$ cat config.mk
export PLATFORM = sky130hd
export DESIGN_NAME = pulse_swallow_div
export DESIGN_NICKNAME = d
export VERILOG_FILES = /design/src/rtl/pswd_pkg.sv /design/src/rtl/pswd_prescaler.sv /design/src/rtl/pswd_counters.sv /design/src/rtl/pulse_swallow_div.sv
export SDC_FILE = /design/constraint.sdc
export NUM_CORES = 1
export LEC_CHECK = 0
export ABC_AREA = 1
export BUFFER_PORTS_ARGS = -buffer_cell sky130_fd_sc_hd__buf_2
export CAP_MARGIN = 20
export CORE_MARGIN = 8
export CORE_UTILIZATION = 63
export DETAILED_ROUTE_END_ITERATION = 8
export PLACE_DENSITY = 0.83
export RECOVER_POWER = 50
export REMOVE_ABC_BUFFERS = 1
export SLEW_MARGIN = 20
export SYNTH_ARGS = -nofsm -noshare
export SYNTH_HDL_FRONTEND = slang
export SYNTH_SLANG_ARGS = --single-unit
$ cat constraint.sdc
create_clock -name clk_vco -period 4.39 [get_ports clk_vco]
set_input_delay 0.6585 -clock clk_vco [delete_from_list [all_inputs] [get_ports clk_vco]]
set_output_delay 0.6585 -clock clk_vco [all_outputs]
set_load 0.01 [all_outputs]
$ cat src/rtl/pswd_pkg.sv
package pswd_pkg;

   // Lower modulus for a family/select pair, given the log2 of each family's base.
   function automatic int unsigned lower_modulus(input logic fam_large,
                                                 input logic mod_sel,
                                                 input int unsigned small_log2,
                                                 input int unsigned large_log2);
      int unsigned base_log2;
      base_log2 = fam_large ? large_log2 : small_log2;
      if (!mod_sel) base_log2 = base_log2 + 1;
      return 32'd1 << base_log2;
   endfunction

   typedef struct packed {
      logic fam_large;
      logic mod_sel;
   } pswd_mode_t;

endpackage

$ cat src/rtl/pswd_prescaler.sv
module pswd_prescaler #(
   parameter int unsigned SMALL_LOG2 = 3,
   parameter int unsigned LARGE_LOG2 = 6
) (
   input  logic               clk,
   input  logic               rst_n,
   input  logic               clr,
   input  pswd_pkg::pswd_mode_t mode,
   input  logic               plus_one,
   output logic               tick
);
   import pswd_pkg::*;

   localparam int unsigned PC_W = LARGE_LOG2 + 2;
   localparam logic [PC_W-1:0] P_S_LO = PC_W'(lower_modulus(1'b0, 1'b1, SMALL_LOG2, LARGE_LOG2));
   localparam logic [PC_W-1:0] P_S_HI = PC_W'(lower_modulus(1'b0, 1'b0, SMALL_LOG2, LARGE_LOG2));
   localparam logic [PC_W-1:0] P_L_LO = PC_W'(lower_modulus(1'b1, 1'b1, SMALL_LOG2, LARGE_LOG2));
   localparam logic [PC_W-1:0] P_L_HI = PC_W'(lower_modulus(1'b1, 1'b0, SMALL_LOG2, LARGE_LOG2));

   logic [PC_W-1:0] p_val;
   logic [PC_W-1:0] lim;
   logic [PC_W-1:0] pc;

   always_comb begin
      unique case ({mode.fam_large, mode.mod_sel})
         2'b01:   p_val = P_S_LO;
         2'b00:   p_val = P_S_HI;
         2'b11:   p_val = P_L_LO;
         default: p_val = P_L_HI;
      endcase
      // Terminal value of the count: P-1 normally, P while swallowing.
      lim = p_val - PC_W'(1) + PC_W'(plus_one);
   end

   assign tick = (pc == lim) && !clr;

   always_ff @(posedge clk or negedge rst_n) begin
      if (!rst_n)          pc <= '0;
      else if (clr || tick) pc <= '0;
      else                 pc <= pc + PC_W'(1);
   end

   // the prescaler count never runs past the terminal value of the current modulus
   assert_pc_in_range_R1: assert property (@(posedge clk) disable iff (!rst_n)
      pc <= lim);

endmodule

$ cat src/rtl/pswd_counters.sv
module pswd_counters #(
   parameter int unsigned A_W = 7,
   parameter int unsigned N_W = 11
) (
   input  logic           clk,
   input  logic           rst_n,
   input  logic           en,
   input  logic           tick,
   input  logic [A_W-1:0] a_in,
   input  logic [N_W-1:0] n_in,
   output logic           hold,
   output logic           load,
   output logic           plus_one,
   output logic           cyc_end
);
   logic [A_W-1:0] a_cnt;
   logic [N_W-1:0] n_cnt;
   logic           primed;

   assign hold     = !en || !primed;
   assign cyc_end  = tick && (n_cnt == N_W'(1)) && !hold;
   assign load     = hold || cyc_end;
   assign plus_one = (a_cnt != '0);

   always_ff @(posedge clk or negedge rst_n) begin
      if (!rst_n) begin
         a_cnt  <= '0;
         n_cnt  <= '0;
         primed <= 1'b0;
      end else if (load) begin
         a_cnt  <= a_in;
         n_cnt  <= n_in;
         primed <= 1'b1;
      end else if (tick) begin
         n_cnt <= n_cnt - N_W'(1);
         if (a_cnt != '0) a_cnt <= a_cnt - A_W'(1);
      end
   end

   // with legal settings (A < N), the swallow count stays below the main count
   assert_swallow_below_main_R4: assert property (@(posedge clk) disable iff (!rst_n)
      !hold |-> (N_W'(a_cnt) < n_cnt));

   // a running main count never reaches zero before the cycle closes
   assert_main_nonzero_R5: assert property (@(posedge clk) disable iff (!rst_n)
      !hold |-> (n_cnt != '0));

endmodule

$ cat src/rtl/pulse_swallow_div.sv
module pulse_swallow_div #(
   parameter int unsigned A_W        = 7,
   parameter int unsigned N_W        = 11,
   parameter int unsigned SMALL_LOG2 = 3,
   parameter int unsigned LARGE_LOG2 = 6,
   parameter bit          OUT_REG    = 1'b1
) (
   input  logic           clk_vco,
   input  logic           rst_n,
   input  logic           en,
   input  logic           fam_large,
   input  logic           mod_sel,
   input  logic [A_W-1:0] swallow_a,
   input  logic [N_W-1:0] main_n,
   output logic           cmp_pulse
);
   import pswd_pkg::*;

   if (A_W < 1 || A_W >= N_W) begin : g_bad_widths
      $error("pulse_swallow_div: A_W must be at least 1 and below N_W");
   end
   if (SMALL_LOG2 < 1 || LARGE_LOG2 <= SMALL_LOG2) begin : g_bad_moduli
      $error("pulse_swallow_div: LARGE_LOG2 must exceed SMALL_LOG2 >= 1");
   end

   pswd_mode_t mode_q;
   logic       tick;
   logic       hold;
   logic       load;
   logic       plus_one;
   logic       cyc_end;

   always_ff @(posedge clk_vco or negedge rst_n) begin
      if (!rst_n)    mode_q <= '0;
      else if (load) mode_q <= '{fam_large: fam_large, mod_sel: mod_sel};
   end

   pswd_prescaler #(
      .SMALL_LOG2 (SMALL_LOG2),
      .LARGE_LOG2 (LARGE_LOG2)
   ) u_presc (
      .clk      (clk_vco),
      .rst_n    (rst_n),
      .clr      (hold),
      .mode     (mode_q),
      .plus_one (plus_one),
      .tick     (tick)
   );

   pswd_counters #(
      .A_W (A_W),
      .N_W (N_W)
   ) u_cnt (
      .clk      (clk_vco),
      .rst_n    (rst_n),
      .en       (en),
      .tick     (tick),
      .a_in     (swallow_a),
      .n_in     (main_n),
      .hold     (hold),
      .load     (load),
      .plus_one (plus_one),
      .cyc_end  (cyc_end)
   );

   if (OUT_REG) begin : g_out_reg
      logic pulse_q;
      always_ff @(posedge clk_vco or negedge rst_n) begin
         if (!rst_n) pulse_q <= 1'b0;
         else        pulse_q <= cyc_end;
      end
      assign cmp_pulse = pulse_q;
   end else begin : g_out_comb
      assign cmp_pulse = cyc_end;
   end

   // the comparison pulse lasts a single clock
   assert_pulse_single_R6: assert property (@(posedge clk_vco) disable iff (!rst_n)
      cmp_pulse |=> !cmp_pulse);

   // no pulse follows a clock on which the divider was disabled
   assert_idle_quiet_R8: assert property (@(posedge clk_vco) disable iff (!rst_n)
      !en |=> !cmp_pulse);

   // the latched modulus choice only moves at a cycle boundary or while held
   assert_mode_steady_R7: assert property (@(posedge clk_vco) disable iff (!rst_n)
      !load |=> $stable(mode_q));

endmodule

Word-level counts from Yosys, hierarchy flattened
Index checks and enable logic that the tools add are counted.
{"block": "word_totals", "register_bits": 30, "inputBits": 23, "output_inout_bits": 1}
{"block": "op_classes", "add_sub_neg": 5, "eq_ne": 4, "muxes": 7, "reduce_logical": 14}
{"cell": "$pmux W8 S3", "n": 1}
{"cell": "$mux W11", "n": 2}
{"cell": "$mux W7", "n": 3}
{"cell": "$eq A11 B1 Y1 const B", "n": 1}
{"cell": "$sub A11 B1 Y11 const B", "n": 1}
{"cell": "$add A8 B1 Y8", "n": 1}
{"cell": "$add A8 B1 Y8 const B", "n": 1}
{"cell": "$eq A8 B8 Y1", "n": 1}
{"cell": "$mux W8", "n": 1}
{"cell": "$sub A8 B1 Y8 const B", "n": 1}
{"cell": "$reduce_bool A7 Y1", "n": 1}
{"cell": "$sub A7 B1 Y7 const B", "n": 1}
{"cell": "$reduce_bool A2 Y1", "n": 2}
{"cell": "$logic_and A1 B1 Y1", "n": 3}
{"cell": "$logic_not A1 Y1", "n": 3}
{"cell": "$logic_or A1 B1 Y1", "n": 3}
{"cell": "$eq A2 B1 Y1 const B", "n": 1}
{"cell": "$eq A2 B2 Y1 const B", "n": 1}
{"cell": "$logic_not A2 Y1", "n": 1}
{"cell": "$reduce_and A2 Y1", "n": 1}

Logic depth before layout (Yosys ltp)
Gate-level depths: netlist (run 1).
{"block": "depth", "ltp_word": 11, "ltp_mapped": 21, "mapped_depth_nobuf": 20}

By module
Synthesis (run 1) repeated with hierarchy kept, for this count alone.
{"block": "hier_totals", "hier_cells": 313, "area_unflattened_um2": 2152.1}
{"module": "pswd_counters", "instances": 1, "cells_each": 217, "area_per_inst_um2": 1466.4, "seq_area_each_um2": 475.5}
{"module": "pswd_prescaler", "instances": 1, "cells_each": 86, "area_per_inst_um2": 584.3, "seq_area_each_um2": 200.2}
{"module": "pulse_swallow_div", "instances": 1, "cells_each": 10, "area_per_inst_um2": 101.3, "seq_area_each_um2": 75.1}

Worst setup path after synthesis (run 1)
Ideal clock, no wire load.
{"block": "synth_timing", "kind": "register -> register", "from": "register u_cnt.a_cnt[0]", "to": "register u_cnt.n_cnt[5]", "t_arrival_ns": 2.118, "slack_ns": 2.154, "path_stages_with_launch": 16, "path_buffers": 1, "cell_sequence": "dfrtp_1 > inv_1 > ha_1 > nand2_1 > nor2_4 > ha_1 > xnor2_1 > nor2_1 > nand2_1 > nor2_2 > nand3_4 > nand2_4 > buf_4 > nand2_1 > nand3_1 > nand2_1"}
{"block": "synth_between", "elab_chain_len": 8, "elab_cells_between_ends": 9}
{"item": "start, declared", "line": "pswd_counters.sv:16", "text": "logic [A_W-1:0] a_cnt;"}
{"item": "start signal, assigned", "line": "pswd_counters.sv:31", "text": "a_cnt <= a_in;"}
{"item": "start signal, assigned", "line": "pswd_counters.sv:36", "text": "if (a_cnt != '0) a_cnt <= a_cnt - A_W'(1);"}
{"item": "$reduce_bool A7 Y1 (*)", "line": "pswd_counters.sv:23", "text": "assign plus_one = (a_cnt != '0);"}
{"item": "$add A8 B1 Y8 (*)", "line": "pswd_prescaler.sv:32", "text": "lim = p_val - PC_W'(1) + PC_W'(plus_one);"}
{"item": "$eq A8 B8 Y1 (*)", "line": "pswd_prescaler.sv:35", "text": "assign tick = (pc == lim) && !clr;"}
{"item": "$logic_and A1 B1 Y1 (*)", "line": "pswd_prescaler.sv:35"}
{"item": "$logic_and A1 B1 Y1 (2 in series)", "line": "pswd_counters.sv:21", "text": "assign cyc_end = tick && (n_cnt == N_W'(1)) && !hold;"}
{"item": "$logic_or A1 B1 Y1", "line": "pswd_counters.sv:22", "text": "assign load = hold || cyc_end;"}
{"item": "$mux W11 / $reduce_bool A2 Y1 (equally long branches)"}
{"item": "end signal, assigned", "line": "pswd_counters.sv:32", "text": "n_cnt <= n_in;"}
{"item": "end signal, assigned", "line": "pswd_counters.sv:35", "text": "n_cnt <= n_cnt - N_W'(1);"}
{"item": "end, declared", "line": "pswd_counters.sv:17", "text": "logic [N_W-1:0] n_cnt;"}
Every way passes the cells marked *; elsewhere a longest branch is shown, timed or not.
A chain may end at the register's enable or synchronous reset.

Final worst setup path (run 1)
{"block": "layout_timing", "from": "register u_cnt.a_cnt[0]", "to": "register u_cnt.a_cnt[4]"}
{"block": "layout_between", "elab_chain_len": 9, "elab_cells_between_ends": 14}
{"item": "$reduce_bool A7 Y1", "line": "pswd_counters.sv:23, pswd_counters.sv:36"}
{"item": "$add A8 B1 Y8", "line": "pswd_prescaler.sv:32"}
{"item": "$eq A8 B8 Y1", "line": "pswd_prescaler.sv:35"}
{"item": "$logic_and A1 B1 Y1", "line": "pswd_prescaler.sv:35"}
{"item": "$logic_and A1 B1 Y1 (2 in series)", "line": "pswd_counters.sv:21"}
{"item": "$logic_or A1 B1 Y1", "line": "pswd_counters.sv:22"}
{"item": "$reduce_bool A2 Y1 (no source line)"}
{"item": "$reduce_and A2 Y1 (no source line)"}
Several ways; a longest one is shown, not always the timed one. The select of a mux whose other input is x is not followed.

==> impl_metrics.py, run 1 <==
metrics = {
    "outcome": {
        "outcome": "complete, but fails checks",
        "violations": "max-capacitance violations, max-slew violations",
    },
    "clocking": {
        "cts_root_buf": "clkbuf_4",
        "post_cts.repair.setup_buffers": 0,
        "clk_pin_slew_worst_paths_ns": 0.11,
        "holdBufCountCts": 0,
        "cts_buffers": 5,
        "htreeDepth": 2,
        "ctsResizeCount": 0,
        "clockBufferDepth": 2,
        "clkLatencyLatePin_ns": 0.34,
        "cts_tree": "built",
        "cts_num_sinks": 30,
    },
    "routing": {
        "drc": 0,
        "wl_per_cell_um": 12.0,
        "dr.pass1.iters": 4,
        "routed_wl_um": 4370,
        "ant_nets": 0,
        "num_vias": 1887,
        "drtIter0Drc": 131,
        "via_per_inst": 5.18,
    },
    "final_layout": {
        "syn_to_final_growth_pct": 10.2,
        "final_cells": 364,
        "nets": 347,
        "n_fill_cell": 270,
        "diodes": 0,
        "drive_above_1_share_pct": 15.0,
    },
    "global_route": {
        "grt_use_total_pct": 18.4,
        "grt_pass1_wl_um": 7800,
        "overflow": 0,
        "grt_max_degree": 31,
        "antenna_found_initial": 0,
        "first_global_vias": 1866,
    },
    "synth": {
        "syn_area_um2": 2060,
        "ys_warn_count": 0,
        "yosysTopAreaCellShare_pct": 36.5,
        "yosys.cell_types.count": 30,
        "syn_inst": 296,
        "yosys.area.top_type": "dfrtp_1",
        "ys_seq_elements": 30,
        "seq_area_frac_synth_pct": 36.5,
        "ys_top_cells_by_area": "dfrtp_1, nand2_1, nand3_1, inv_1, nor2_1",
        "syn_area_per_cell_um2": 6.95,
    },
    "floorplanning": {
        "dieWidth_um": 73.1,
        "die_area_um2": 5350,
        "io_pins": 24,
        "std_cell_rows": 20,
        "fp.coreArea_um2": 3080,
        "die_h_um": 73.1,
        "initial_core_util_pct": 66.8,
    },
    "setup_path": {
        "crit_chain": "inv_1, ha_1, nand2_1, nor2_4, ha_1, xnor2_1, nor2_1, nand2_1, nor2_2, nand3_4, nand2_4, inv_2, o21ai_2, nand2_1, nand2_1",
        "path_class": "reg2reg",
        "reg2reg_slack_ns": 1.60,
        "path_max_fanout": 23,
        "end_kind": "flip-flop",
        "cp.required_ns": 4.67,
        "reg2reg_depth": 15,
        "cp_common_cell": "nand2_1",
        "arrival_ns": 3.07,
        "cp-start-kind": "flip-flop",
        "rr_startpoint": "u_cnt.a_cnt[0]$_DFFE_PN0P_",
        "slowest_delay_ns": 0.40,
        "critPathTopFamily": "simple AND/OR/NAND/NOR gates",
        "r2r-end": "u_cnt.a_cnt[4]$_DFFE_PN0P_",
        "critPathBufInv": 2,
        "setup.worst_path.start": "u_cnt.a_cnt[0]$_DFFE_PN0P_",
        "cp_slowest_cell": "dfrtp_1",
    },
    "placement": {
        "dpl.hpwl_um": 3070,
        "portBuffers": 23,
        "place.gp.congestion": 0.853,
        "place_inst": 356,
    },
    "timing": {
        "grt_setup_unrepaired": "no",
        "fin_crit_sh_pct": 63.7,
        "tightest_slew_ns": 1.61,
        "max_freq_mhz": 358,
        "drv_slew": 31,
        "max_slew_margin_pct": -7.01,
        "setup_tns_ns": 0,
        "setup_violations": 0,
        "period_minus_slack_ns": 2.79,
        "finalHoldViolations": 0,
        "fin_worst_skew_ns": 0.00831,
    },
    "job": {
        "cap_violations": 1,
    },
    "power": {
        "p_leak_nw": 1.21,
        "p_total_mw": 0.740,
        "powerDensity_nw_per_um2": 327,
        "ir_drop_mv": 0.219,
    },
    "hold_path": {
        "hold_depth": 1,
        "hp-start": "u_presc.pc[0]$_DFF_PN0_",
        "hold_end": "u_presc.pc[0]$_DFF_PN0_",
        "hold_class": "reg2reg",
    },
}
cell usage in the layout, fill, tap and decap left out, drive strengths merged, types with 5 or more instances in the layout:
cell type  Yosys  final
inv           38     38
xnor2          7      7
dfrtp         30     30
buf            6     22
nor2          29     29
nor3           5      5
clkbuf         1      6
ha             5      5
xor2           9      9
nand3         33     33
nand2        113    113
o21ai          6      6
cell families after synthesis:
family / count (synthesis) / synth area share, %
AO/OA/AOI/OAI: 8 / 2.31
XOR/XNOR: 16 / 6.82
adder cells (fa/ha/maj): 5 / 3.04
buffers and inverters: 46 / 9.13
flip-flops: 30 / 36.5
other: 1 / 0.182
AND/OR/NAND/NOR: 190 / 42.0
synthesized netlist by cell type (all sizes together):
cell	n
clkbuf	1
a21oi	2
nor4	2
xnor2	7
nand2	113
ha	5
nor2	29
nor3	5
nand3	33
dfrtp	30
xor2	9
clkinv	1
o21ai	6
inv	38
buf	6
conb	1
nand4	4
nand3b	4
sequential cells by signal, indices dropped and copies added (netlist names):
register      flops
u_cnt.n_cnt      11
u_presc.pc        8
u_cnt.a_cnt       7
mode_q            2
cmp_pulse         1
u_cnt.primed      1
per-layer routing:
metal	global-route usage [%]	wire, um	vias up
met2	30.7	2120	51
li1	-	-	962
met3	5.36	258	6
met1	20.8	1940	868
met5	0	0	-
met4	9.11	57	0
power by group:
part / internal (mW) / switching (mW) / total, mW
Sequential: 0.304 / 0.0326 / 0.336
Clock: 0.119 / 0.109 / 0.229
Combinational: 0.0683 / 0.107 / 0.175
Total: 0.492 / 0.249 / 0.740
worst max-delay path by stage:
| stage | endpoint | slack, ns | cells after the start |
|---|---|---|---|
| 6_report | u_cnt.a_cnt[4]$_DFFE_PN0P_ | 1.60 | 15 |
| 4_1_cts | u_cnt.a_cnt[4]$_DFFE_PN0P_ | 1.58 | 15 |
| 3_3_place_gp | u_cnt.a_cnt[3]$_DFFE_PN0P_ | 1.75 | 15 |
| 2_1_floorplan | u_cnt.a_cnt[0]$_DFFE_PN0P_ | 2.05 | 15 |
| 5_1_grt | u_cnt.a_cnt[0]$_DFFE_PN0P_ | 1.28 | 19 |
| 3_5_place_dp | u_cnt.a_cnt[4]$_DFFE_PN0P_ | 1.70 | 15 |
through the flow:
| stage | area, um2 | hold WS [ns] | utilization [%] | worst slack (ns) |
|---|---|---|---|---|
| detailed placement | 2180 | 0.454 | 71.0 | 1.70 |
| floorplan | 2010 | 0.363 | - | 2.05 |
| finish | 2270 | 0.467 | 73.6 | 1.60 |
| global route | 2270 | 0.489 | 73.6 | 1.28 |
| global placement | 2180 | 0.454 | 71.0 | 1.75 |
| CTS | 2270 | 0.350 | 73.7 | 1.58 |
final cells by class:
type	count	area (um2)	share of cell area (%)
Multi-Input combinational cell	220	1120	49.3
Sequential cell	30	751	33.1
Inverter	39	146	6.46
Timing Repair Buffer	23	114	5.02
Tap cell	44	55.1	2.43
Clock inverter	3	45.0	1.99
Clock buffer	5	37.5	1.66
worst register-to-register path: stages, from the launching register on:
cell and delay, ns:
dfrtp_1 0.40, inv_1 0.10, ha_1 0.26, nand2_1 0.12, nor2_4 0.17, ha_1 0.26, xnor2_1 0.13, nor2_1 0.12
nand2_1 0.08, nor2_2 0.16, nand3_4 0.24, nand2_4 0.31, inv_2 0.08, o21ai_2 0.15, nand2_1 0.08, nand2_1 0.07
No activity file was read; power rests on OpenSTA's default activity.
==> inputs of run 2 (changes only) <==
--- a/config.mk
+++ b/config.mk
@@ -9,9 +9,9 @@
 export BUFFER_PORTS_ARGS = -buffer_cell sky130_fd_sc_hd__buf_2
 export CAP_MARGIN = 20
 export CORE_MARGIN = 8
-export CORE_UTILIZATION = 63
+export CORE_UTILIZATION = 58
 export DETAILED_ROUTE_END_ITERATION = 8
-export PLACE_DENSITY = 0.83
+export PLACE_DENSITY = 0.77
 export RECOVER_POWER = 50
 export REMOVE_ABC_BUFFERS = 1
 export SLEW_MARGIN = 20
==> constraint.sdc (replaced) <==
create_clock -name clk_vco -period 2.6 [get_ports clk_vco]
set_input_delay 0.39 -clock clk_vco [delete_from_list [all_inputs] [get_ports clk_vco]]
set_output_delay 0.39 -clock clk_vco [all_outputs]
set_load 0.01 [all_outputs]
==> impl_metrics.py, run 2 (synthesized netlist as in run 1, its figures left out) <==
metrics = {
    "timing": {
        "grt_setup_unrepaired": "yes",
        "max_slew_margin_pct": -7.78,
        "finalHoldViolations": 0,
        "drv_slew": 31,
        "setup_tns_ns": 0,
        "max_freq_mhz": 413,
        "period_minus_slack_ns": 2.42,
        "setup_violations": 0,
        "tightest_slew_ns": 1.62,
        "fin_crit_sh_pct": 93.1,
        "fin_worst_skew_ns": 0.0121,
    },
    "final_layout": {
        "final_common_cell": "nand2_1",
        "utilization_pct": 70.8,
        "regMostFlops": "u_cnt.n_cnt",
        "mostFrequentLayoutCells": "nand2_1, inv_1, nand3_1, dfrtp_1, nor2_1",
        "largest_reg_flops": 11,
        "drive_above_1_share_pct": 17.4,
        "diodes": 0,
        "nets": 355,
        "syn_to_final_growth_pct": 15.8,
        "final_area_um2": 2380,
        "top_regs": "u_cnt.n_cnt x11, u_presc.pc x8, u_cnt.a_cnt x7",
    },
    "hold_path": {
        "hold_class": "in2reg",
        "hold_depth": 3,
        "hold_end": "mode_q[0]$_DFFE_PN0P_",
        "hp-start": "mod_sel",
    },
    "routing": {
        "ant_nets": 0,
        "num_vias": 1872,
        "drc": 0,
        "via_per_inst": 5.02,
        "routed_wl_um": 4460,
        "drtIter0Drc": 83,
        "wl_per_cell_um": 12.0,
        "dr.pass1.iters": 4,
    },
    "setup_path": {
        "r2r-end": "u_cnt.a_cnt[1]$_DFFE_PN0P_",
        "cp-start-kind": "flip-flop",
        "reg2reg_slack_ns": 0.18,
        "rr_startpoint": "u_cnt.a_cnt[0]$_DFFE_PN0P_",
        "path_max_fanout": 7,
        "end_kind": "flip-flop",
        "cp.required_ns": 2.86,
        "arrival_ns": 2.68,
        "path_class": "reg2reg",
        "reg2reg_depth": 19,
    },
    "floorplanning": {
        "die_h_um": 75.5,
        "fp.coreArea_um2": 3360,
        "die_area_um2": 5710,
        "io_pins": 24,
        "initial_core_util_pct": 61.1,
        "std_cell_rows": 21,
        "dieWidth_um": 75.5,
    },
    "global_route": {
        "grt_max_degree": 31,
        "grt.busiest_layer": "met2",
        "antenna_found_initial": 0,
        "grt_use_met1_pct": 20.5,
        "overflow": 0,
        "gr-usage-met2_pct": 29.5,
        "grt_use_total_pct": 17.1,
        "met3_usage_pct": 4.21,
        "first_global_vias": 1741,
        "grt_pass1_wl_um": 7530,
    },
    "placement": {
        "portBuffers": 23,
        "place.gp.congestion": 0.915,
        "dpl.hpwl_um": 3190,
        "place_area_um2": 2220,
    },
    "power": {
        "ir_drop_mv": 0.359,
        "power_frac_seq_pct": 44.9,
        "clockPowerShare_pct": 30.0,
        "p_total_mw": 1.27,
        "powerDensity_nw_per_um2": 534,
        "power.switching_mw": 0.404,
        "p_int_mw": 0.867,
        "p_leak_nw": 1.27,
        "p_comb_share_pct": 25.2,
        "sw_frac_of_total_pct": 31.8,
    },
    "clocking": {
        "htreeDepth": 2,
        "cts_root_buf": "clkbuf_4",
        "cts_buffers": 5,
        "cts_num_sinks": 30,
        "cts_tree": "built",
        "clk_pin_slew_worst_paths_ns": 0.10,
        "clockBufferDepth": 2,
        "clkLatencyLatePin_ns": 0.33,
    },
    "outcome": {
        "outcome": "complete, but fails checks",
        "violations": "max-capacitance violations, max-slew violations",
    },
    "job": {
        "cap_violations": 1,
    },
}
[run 2: per-layer routing]
layer  share of wire [%]  vias up
li1                    -      981
met1                  44      845
met2                  50       39
met3                 4.8        7
met4                 1.6        0
met5                   0        -
[run 2: through the flow]
stage               worst slack [ns]  hold slack [ns]  cells
floorplan                      0.264           0.0944    289
global placement               0.243            0.454    363
detailed placement             0.128            0.453    363
CTS                           0.0611           0.0963    370
global route               -0.000897            0.271    373
finish                         0.181            0.263    373
[run 2: critical path, stage by stage (launching register included)]
cell and delay [ns]:
dfrtp_1 0.39, inv_1 0.10, ha_1 0.19, nand2_1 0.10, nor2_4 0.16, ha_2 0.20, inv_1 0.04, nand2_1 0.07
nand2_1 0.05, nand2_1 0.05, nand2_1 0.05, nand2_1 0.06, clkinv_1 0.06, nand2_1 0.10, nor2_4 0.06, nand3_2 0.12
inv_1 0.09, a21oi_4 0.26, nand2_1 0.11, nand2_1 0.10
[run 2: final cells by class]
cell class | count | area, um2
well taps | 46 | 57.6
fillers | 318 | 983
multi-input cells | 220 | 1160
repair buffers | 31 | 178
flip-flops and latches | 30 | 751
clock buffers | 6 | 51.3
inverters | 39 | 149
clock inverters | 1 | 30.0
[run 2: worst max-delay path by stage]
stage | startpoint | to | slack (ns) | depth (start not counted)
6_report | u_cnt.a_cnt[0]$_DFFE_PN0P_ | u_cnt.a_cnt[1]$_DFFE_PN0P_ | 0.18 | 19
5_1_grt | u_cnt.a_cnt[0]$_DFFE_PN0P_ | u_cnt.a_cnt[1]$_DFFE_PN0P_ | -0.0009 | 19
4_1_cts | u_cnt.a_cnt[0]$_DFFE_PN0P_ | u_cnt.a_cnt[1]$_DFFE_PN0P_ | 0.06 | 20
3_5_place_dp | u_cnt.a_cnt[0]$_DFFE_PN0P_ | u_cnt.n_cnt[3]$_DFFE_PN0P_ | 0.13 | 19
3_3_place_gp | u_cnt.a_cnt[0]$_DFFE_PN0P_ | u_cnt.a_cnt[1]$_DFFE_PN0P_ | 0.24 | 20
2_1_floorplan | u_cnt.a_cnt[0]$_DFFE_PN0P_ | u_cnt.a_cnt[0]$_DFFE_PN0P_ | 0.26 | 15
[run 2: what timing repair did]
item | 4_1_cts | 5_1_grt
setup endpoints to repair | 0 | 19
endpoints found under the hold margin | 0 | 0
gates resized for setup | 0 | 10
setup buffers | 0 | 3
hold buffers | 0 | 0
[run 2: power by group through the flow]
stage,Sequential [mW],Clock [mW],Combinational (mW)
after floorplan,0.564,0,0.227
after global placement,0.575,0,0.296
after detailed placement,0.576,0,0.302
after CTS,0.567,0.394,0.305
after global routing,0.577,0.410,0.370
final,0.570,0.381,0.320
==> inputs of run 3 (changes only) <==
--- a/config.mk
+++ b/config.mk
@@ -12,7 +12,6 @@
 export CORE_UTILIZATION = 58
 export DETAILED_ROUTE_END_ITERATION = 8
 export PLACE_DENSITY = 0.77
-export RECOVER_POWER = 50
 export REMOVE_ABC_BUFFERS = 1
 export SLEW_MARGIN = 20
 export SYNTH_ARGS = -nofsm -noshare
==> constraint.sdc (replaced) <==
create_clock -name clk_vco -period 2.6 [get_ports clk_vco]
set_input_delay 0.52 -clock clk_vco [delete_from_list [all_inputs] [get_ports clk_vco]]
set_output_delay 0.52 -clock clk_vco [all_outputs]
set_load 0.01 [all_outputs]
==> impl_metrics.py, run 3 (synthesized netlist as in run 1, its figures left out) <==
metrics = {
    "outcome": {
        "outcome": "complete, no violations",
    },
    "floorplanning": {
        "initial_core_util_pct": 61.1,
        "io_pins": 24,
        "fp.coreArea_um2": 3360,
        "dieWidth_um": 75.5,
        "die_area_um2": 5710,
        "std_cell_rows": 21,
        "die_h_um": 75.5,
    },
    "routing": {
        "wl_per_cell_um": 12.0,
        "num_vias": 1868,
        "routed_wl_um": 4460,
        "ant_nets": 0,
        "drtIter0Drc": 83,
        "via_per_inst": 5.01,
        "dr.pass1.iters": 4,
        "drc": 0,
    },
    "timing": {
        "tightest_slew_ns": 0.679,
        "fin_crit_sh_pct": 93.2,
        "setup_violations": 0,
        "max_slew_margin_pct": 54.8,
        "fin_worst_skew_ns": 0.0117,
        "max_freq_mhz": 413,
        "period_minus_slack_ns": 2.42,
        "drv_slew": 0,
        "grt_setup_unrepaired": "yes",
        "finalHoldViolations": 0,
    },
    "hold_path": {
        "hold_class": "in2async",
    },
    "power": {
        "p_int_mw": 0.867,
        "sw_frac_of_total_pct": 31.8,
        "powerDensity_nw_per_um2": 534,
        "p_leak_nw": 1.27,
        "power_frac_seq_pct": 44.9,
        "p_comb_share_pct": 25.2,
        "clockPowerShare_pct": 29.9,
        "power.switching_mw": 0.404,
        "p_total_mw": 1.27,
        "ir_drop_mv": 0.359,
    },
    "final_layout": {
        "largest_reg_flops": 11,
        "regMostFlops": "u_cnt.n_cnt",
        "diodes": 0,
        "nets": 355,
        "top_regs": "u_cnt.n_cnt x11, u_presc.pc x8, u_cnt.a_cnt x7",
        "drive_above_1_share_pct": 17.7,
        "mostFrequentLayoutCells": "nand2_1, inv_1, nand3_1, dfrtp_1",
        "final_common_cell": "nand2_1",
        "syn_to_final_growth_pct": 15.8,
        "final_area_um2": 2380,
    },
    "setup_path": {
        "arrival_ns": 2.68,
        "cp.required_ns": 2.86,
        "path_class": "reg2reg",
        "slowest_delay_ns": 0.39,
        "crit_chain": "inv_1, ha_1, nand2_1, nor2_4, ha_2, inv_1, nand2_1, nand2_1, nand2_1, nand2_1, nand2_1, clkinv_1, nand2_1, nor2_4, nand3_2, inv_1, a21oi_4, nand2_1, nand2_1",
        "cp_slowest_cell": "dfrtp_1",
        "path_max_fanout": 7,
        "end_kind": "flip-flop",
        "reg2reg_slack_ns": 0.18,
        "cp_common_cell": "nand2_1",
        "cp-start-kind": "flip-flop",
    },
    "job": {
        "cap_violations": 0,
    },
    "clocking": {
        "clk_pin_slew_worst_paths_ns": 0.10,
        "cts_tree": "built",
        "htreeDepth": 2,
        "cts_root_buf": "clkbuf_4",
        "cts_num_sinks": 30,
        "cts_buffers": 5,
        "clockBufferDepth": 2,
        "clkLatencyLatePin_ns": 0.33,
    },
    "global_route": {
        "grt_pass1_wl_um": 7530,
        "grt_max_degree": 31,
        "overflow": 0,
        "first_global_vias": 1741,
        "grt_use_total_pct": 17.1,
        "antenna_found_initial": 0,
    },
    "placement": {
        "place.gp.congestion": 0.915,
        "place_area_um2": 2220,
        "dpl.hpwl_um": 3190,
        "portBuffers": 23,
    },
}
## run 3: power by group through the flow
stage | Sequential, mW | Combinational (mW) | Clock [mW]
finish | 0.570 | 0.320 | 0.381
global route | 0.577 | 0.370 | 0.410
CTS | 0.567 | 0.305 | 0.394
detailed placement | 0.576 | 0.302 | 0
global placement | 0.575 | 0.296 | 0
floorplan | 0.564 | 0.227 | 0
## run 3: worst max-delay path: cells and delay by family (launching register included)
kind                       cells  cell delay [ns]
and+or+nand+nor               12             1.03
DFF                            1             0.39
adders and majority gates      2             0.39
buffers and inverters          4             0.29
AOI/OAI and AO/OA              1             0.26
## run 3: path summary, 6_finish.rpt
path                            depth (start not counted)                        from                         end
worst min register to register                          1     u_presc.pc[0]$_DFF_PN0_     u_presc.pc[0]$_DFF_PN0_
max in group asynchronous                               1                       rst_n  u_cnt.n_cnt[7]$_DFFE_PN0P_
worst min-delay path                                    1                       rst_n     u_presc.pc[3]$_DFF_PN0_
worst max-delay path                                   19  u_cnt.a_cnt[0]$_DFFE_PN0P_  u_cnt.a_cnt[1]$_DFFE_PN0P_
worst max register to register                         19  u_cnt.a_cnt[0]$_DFFE_PN0P_  u_cnt.a_cnt[1]$_DFFE_PN0P_
min in group clk_vco                                    3                     mod_sel       mode_q[0]$_DFFE_PN0P_
## run 3: routing by layer
layer,global-route usage (%),up-vias,wire length [um]
met4,4.48,0,70
li1,-,981,-
met5,0,-,0
met3,4.21,7,210
met2,29.5,37,2220
met1,20.5,843,1960
## run 3: stage by stage
step	util [%]	setup slack, ns	setup TNS, ns	hold slack [ns]	cells
CTS	68.6	0.0611	0	0.226	370
detailed placement	66.1	0.128	0	0.453	363
finish	70.8	0.178	0	0.221	373
global placement	66.1	0.243	0	0.454	363
global route	70.8	-0.000897	-0.000897	0.262	373
floorplan	-	0.264	0	0.224	289
## run 3: area by class of cell
cell class / count / area, um2
timing repair buffer: 31 / 179
tap: 46 / 57.6
inverter: 39 / 149
fill: 318 / 982
sequential: 30 / 751
multi-input combinational: 220 / 1160
clock buffer: 6 / 51.3
clock inverter: 1 / 30.0
## run 3: what timing repair did
item                                    in CTS  in global routing
setup buffers                                0                  3
resized for setup                            0                 10
hold buffers                                 0                  0
endpoints found under the setup margin       0                 19
